`config.mk`:
```
export PLATFORM = sky130hd
export DESIGN_NAME = p2s_dbuf
export DESIGN_NICKNAME = d
export VERILOG_FILES = /design/src/rtl/p2s_dbuf_pkg.sv /design/src/rtl/p2s_hold_reg.sv /design/src/rtl/p2s_op_decode.sv /design/src/rtl/p2s_shift_reg.sv /design/src/rtl/p2s_dbuf.sv
export SDC_FILE = /design/constraint.sdc
export NUM_CORES = 1
export LEC_CHECK = 0
export ABC_AREA = 1
export BUFFER_PORTS_ARGS = -buffer_cell sky130_fd_sc_hd__buf_2
export CORE_MARGIN = 5
export CORE_UTILIZATION = 45
export CTS_BUF_LIST = sky130_fd_sc_hd__clkbuf_16
export DETAILED_ROUTE_END_ITERATION = 10
export PLACE_DENSITY = 0.67
export SYNTH_ARGS = -nofsm -noshare
export SYNTH_HDL_FRONTEND = slang
export SYNTH_SLANG_ARGS = --single-unit
```
`constraint.sdc`:
```
create_clock -name clk -period 2.1 [get_ports clk]
set_clock_uncertainty 0.15 [all_clocks]
set_input_delay 0 -clock clk [delete_from_list [all_inputs] [get_ports clk]]
set_output_delay 0 -clock clk [all_outputs]
set_load 0.005 [all_outputs]
```
`src/rtl/p2s_dbuf_pkg.sv`:
```
package p2s_dbuf_pkg;
  typedef enum logic [1:0] {
    OP_HOLD  = 2'd0,
    OP_SHIFT = 2'd1,
    OP_LOAD  = 2'd2,
    OP_CLEAR = 2'd3
  } sreg_op_e;
endpackage

```
`src/rtl/p2s_hold_reg.sv`:
```
module p2s_hold_reg #(
  parameter int W = 8
) (
  input  logic         clk,
  input  logic         rst_n,
  input  logic         cap_en,
  input  logic [W-1:0] d,
  output logic [W-1:0] q
);
  logic [W-1:0] q_nxt;

  always_comb begin
    q_nxt = q;
    if (cap_en) q_nxt = d;
  end

  always_ff @(posedge clk or negedge rst_n) begin
    if (!rst_n) q <= '0;
    else        q <= q_nxt;
  end
endmodule

```
`src/rtl/p2s_op_decode.sv`:
```
module p2s_op_decode
  import p2s_dbuf_pkg::*;
(
  input  logic     clr_n,
  input  logic     load_n,
  input  logic     shift_en,
  output sreg_op_e op
);
  always_comb begin
    if (!clr_n)       op = OP_CLEAR;
    else if (!load_n) op = OP_LOAD;
    else if (shift_en) op = OP_SHIFT;
    else              op = OP_HOLD;
  end
endmodule

```
`src/rtl/p2s_shift_reg.sv`:
```
module p2s_shift_reg
  import p2s_dbuf_pkg::*;
#(
  parameter int W = 8
) (
  input  logic         clk,
  input  logic         rst_n,
  input  sreg_op_e     op,
  input  logic [W-1:0] pdata,
  input  logic         sin,
  output logic [W-1:0] q
);
  logic [W-1:0] q_nxt;

  always_comb begin
    unique case (op)
      OP_CLEAR: q_nxt = '0;
      OP_LOAD:  q_nxt = pdata;
      OP_SHIFT: q_nxt = {q[W-2:0], sin};
      default:  q_nxt = q;
    endcase
  end

  always_ff @(posedge clk or negedge rst_n) begin
    if (!rst_n) q <= '0;
    else        q <= q_nxt;
  end
endmodule

```
`src/rtl/p2s_dbuf.sv`:
```
module p2s_dbuf
  import p2s_dbuf_pkg::*;
#(
  parameter int W = 8
) (
  input  logic         clk,
  input  logic         rst_n,
  input  logic [W-1:0] par_in,
  input  logic         cap_en,
  input  logic         load_n,
  input  logic         clr_n,
  input  logic         shift_en,
  input  logic         ser_in,
  output logic         ser_out
);
  localparam int MSB = W - 1;

  logic [W-1:0] hold_q;
  logic [W-1:0] sreg_q;
  sreg_op_e     op;

  p2s_hold_reg #(.W(W)) u_hold (
    .clk(clk), .rst_n(rst_n), .cap_en(cap_en), .d(par_in), .q(hold_q)
  );

  p2s_op_decode u_dec (
    .clr_n(clr_n), .load_n(load_n), .shift_en(shift_en), .op(op)
  );

  p2s_shift_reg #(.W(W)) u_sreg (
    .clk(clk), .rst_n(rst_n), .op(op), .pdata(hold_q), .sin(ser_in), .q(sreg_q)
  );

  // the clear acts on the output at once, without waiting for an edge
  assign ser_out = clr_n & sreg_q[MSB];
endmodule

```
======== Word level (Yosys, flattened, before mapping) ========
Cells that the tools add are included.
cells by class
  equal/unequal tests ..................... 3
  reduce and logical (&&, ||, !) cells .... 1
  multiplexer cells ....................... 4
  bitwise logic cells ..................... 1
operators by type and width
  operator              count
  $pmux W8 S3           1
  $eq A2 B2 Y1 const B  2
  $mux W2               2
  $reduce_bool A3 Y1    1
  $eq A2 B1 Y1 const B  1
  $and A1 B1 Y1         1
  $mux W1               1
storage, ports and cells
  output and inout bits ................... 1
  register bits ........................... 16

======== Longest topological paths before layout ========
  depth in word-level cells ............... 5
  mapped depth ............................ 9
  mapped depth without buffers ............ 8

======== Hierarchy ========
A second synthesis with hierarchy kept.
second synthesis, totals
  cell total of the unflattened synthesis .. 105
  area total of the unflattened synthesis .. 794.5 um2
by module, submodules not included
  module         cells an instance  sequential area each (um2)  area each (um2)  times used
  p2s_shift_reg  66                 200.2                       470.5            1
  p2s_hold_reg   34                 200.2                       305.3            1
  p2s_op_decode  3                  0.0                         11.3             1
  p2s_dbuf       2                  0.0                         7.5              1

======== Worst setup path after synthesis ========
Ideal clock, no wire load.
  path kind ............................... input to register
  start point ............................. input port shift_en
  end point ............................... register u_sreg.q[0]
  buffers on the path ..................... 0
  data required time ...................... 1.885 ns
  stages on the path ...................... 7
  arrival ................................. 0.761 ns
  setup slack ............................. 1.124 ns
  path through ............................ nand2_1 > nand2_1 > inv_1 > ha_1 > nor2_8 > nand2_1 > nand2_1
between the ends
  cells in the longest elaborated chain, start to end .. 5
  elaborated cells on any way between the ends .. 8
  classes of those cells .................. eq/ne (3); mux (4); reduce/logical (1)
RTL lines
  element                                                   line                 text
  start: declaration                                        p2s_dbuf.sv:12       input logic shift_en,
  $mux W1 *                                                 p2s_op_decode.sv:12  else if (shift_en) op = OP_SHIFT;
  $mux W2 *                                                 p2s_op_decode.sv:11  else if (!load_n) op = OP_LOAD;
  $mux W2 *                                                 p2s_op_decode.sv:10  if (!clr_n) op = OP_CLEAR;
  $eq A2 B1 Y1 / $eq A2 B2 Y1 (equally long branches)       p2s_shift_reg.sv:16  unique case (op)
  $pmux W8 S3 / $reduce_bool A3 Y1 (equally long branches)  -
  end signal: assignment                                    p2s_shift_reg.sv:26  else q <= q_nxt;
  end: declaration                                          p2s_shift_reg.sv:11  output logic [W-1:0] q
Mark *: on every way between the ends. The rest lies on a longest branch, timed or not.
A chain may end at the register's enable or synchronous reset.

==> results.ini <==
[run_status]
outcome = complete, no violations

[worst_setup_path]
crit_arrival_ns = 1.93
worstSetupEndpointType = flop
worstPathRequired_ns = 2.07
worstReg2RegStart = u_hold.q[3]
startpoint_type = input pin
crit_path_cell_trace = dlygate4sd3_1 -> buf_2 -> nand2_1 -> dlygate4sd3_1 -> o21ai_0 -> dlygate4sd3_1
path_delay_family = buffers and inverters
startpoint = par_in[7]
crit_fanout = 1
critPathMostFrequentCell = dlygate4sd3_1
crit_path_top_delay_cell = dlygate4sd3_1
path_class = in -> reg
critPathBufInv = 4
slowest_delay_ns = 0.57

[drt]
antenna_left = 0
routed-via-count = 740
drt-total-wl_um = 1870
drc = 0
routedWlPerCell_um = 11.3
first_pass_iters = 4
vias_per_cell = 4.46
drtIter0Drc = 22

[global_route]
grt_usage_pct = 16.1
antenna_found_initial = 0
grt_pass1_vias = 763
grt_start_max_net_pins = 17
grt_pass1_wl_um = 3190
grt_overflow = 0

[cells_and_area]
fin_cells = 166
seqCellArea_um2 = 400
area_growth_pct = 48.8
layout-drive-gt1-share_pct = 13.5
layout.nets = 161
multiInputGateArea_um2 = 323
diodes = 0
fillers = 117

[floorplan]
die_w_um = 52.1
pin_count = 16
core_area_mm2 = 0.00171
start_util_pct = 46.7
fp.dieH_um = 52.1
rows = 15
die_area_mm2 = 0.00271

[clocking]
cts_buffers = 3
cts_setup_buffers = 0
cts-htree-levels = 1
clkTransAtPathRegs_ns = 0.05
clk-insertion-delay-late_ns = 0.24
cts.sinks = 16
hold_buffers = 24
clock_path_buffers = 2
cts_tree = yes
post_cts_resized = 0
cts_root_buf = clkbuf_16

[sta]
min_period_ns = 1.96
finalSetupViolCount = 0
finalCritPeriodShare_pct = 93.3
fmax_mhz = 510
rsz0062_at_grt = no
worst-slew-pin-transition_ns = 0.455
fin_setup_tns_ns = 0
hold_violations = 0
maxSlewHeadroom_pct = 69.7
holdWs_ns = 0.0203
maxSlewViolCount = 0
setup_ws_ns = 0.141

[hold_path]
min_path_type = in -> reg
min_from = cap_en

[logic_synthesis]
netlist_area_um2 = 797
syn-num-nets = 121
synth.avg_cell_area_um2 = 7.74
synth_cell_types = 8
ys_seq_area_share_pct = 50.2
yosys_warnings = 0
ys_seq_elements = 16
syn_inst = 103

[power_and_ir_drop]
p_leak_uw = 0.000656
ir_drop_uv = 527
power_density_mw_per_mm2 = 699

[placed_design]
placedCellCount = 139
pre_cts_slack_ns = 0.907
io_buffers = 15
gp_congestion = 0.721
post-dp-hpwl_um = 1010

[flow_run]
maxCapViolCount = 0

[path summary, 6_finish.rpt]
| check | end | slack [ns] | depth (start not counted) |
|---|---|---|---|
| setup / recovery | u_hold.q[7] | 0.14 | 6 |
| hold / removal | u_hold.q[6] | 0.02 | 3 |
| setup reg to reg | u_hold.q[3] | 0.72 | 3 |
| hold reg to reg | u_sreg.q[7] | 0.32 | 2 |
| max in group asynchronous | u_sreg.q[0] | 1.46 | 2 |
| min in group asynchronous | u_hold.q[5] | 0.08 | 2 |
[tightest hold or removal path: stages]
cell,delay (ns)
buf_2,0.18
nand2_1,0.08
o21ai_0,0.09
[through the flow]
stage	total power [uW]	instance area, um2	utilization (%)
6_report	830	1190	69.5
5_1_grt	866	1190	69.5
4_1_cts	828	1190	69.5
3_5_place_dp	425	871	51.0
3_3_place_gp	423	871	51.0
2_1_floorplan	396	797	-
[cells by family after synthesis]
logic type / synth area share, %
flip-flops: 50.2
AND/OR/NAND/NOR: 30.8
AO/OA/AOI/OAI: 5.02
buffers and inverters: 9.26
adder cells (fa/ha/maj): 4.71
[area by class of cell]
cell class,count,share of cell area [%]
inverters,11,3.48
clock buffers,3,6.33
repair buffers,39,26.6
well taps,25,2.64
flip-flops and latches,16,33.8
multi-input cells,72,27.2
[cells in the mapped netlist]
library cell | count | share of area, %
nand2_1 | 60 | 28
dfrtp_1 | 16 | 50
inv_1 | 11 | 5.2
o21ai_0 | 8 | 5.0
ha_1 | 3 | 4.7
buf_2 | 2 | 1.3
buf_6 | 2 | 2.8
nor2_8 | 1 | 2.5
[sequential cells by signal, summed over array words and instances (netlist names)]
| name | flops |
|---|---|
| u_hold.q | 8 |
| u_sreg.q | 8 |
[placed cells by master (no fill, tap or decap)]
| cell | count |
|---|---|
| dfrtp_1 | 16 |
| clkbuf_16 | 3 |
| inv_1 | 11 |
| dlygate4sd3_1 | 24 |
| nand2_1 | 60 |
| nor2_8 | 1 |
| buf_2 | 15 |
| ha_1 | 3 |
| o21ai_0 | 8 |
[layer usage]
metal	GRT usage, %	up-vias	part of all wire (%)
met5	0	-	0
li1	-	383	-
met4	6.55	0	1.1
met3	2.58	4	5.0
met1	18.4	330	43
met2	29.3	23	51
[report_power, final]
part / total [uW] / internal [uW] / switching [uW]
Clock: 363 / 250 / 113
Sequential: 343 / 330 / 12.5
Combinational: 124 / 66.7 / 57.0
Total: 830 / 647 / 183
Power figures use the tool's default switching activity.
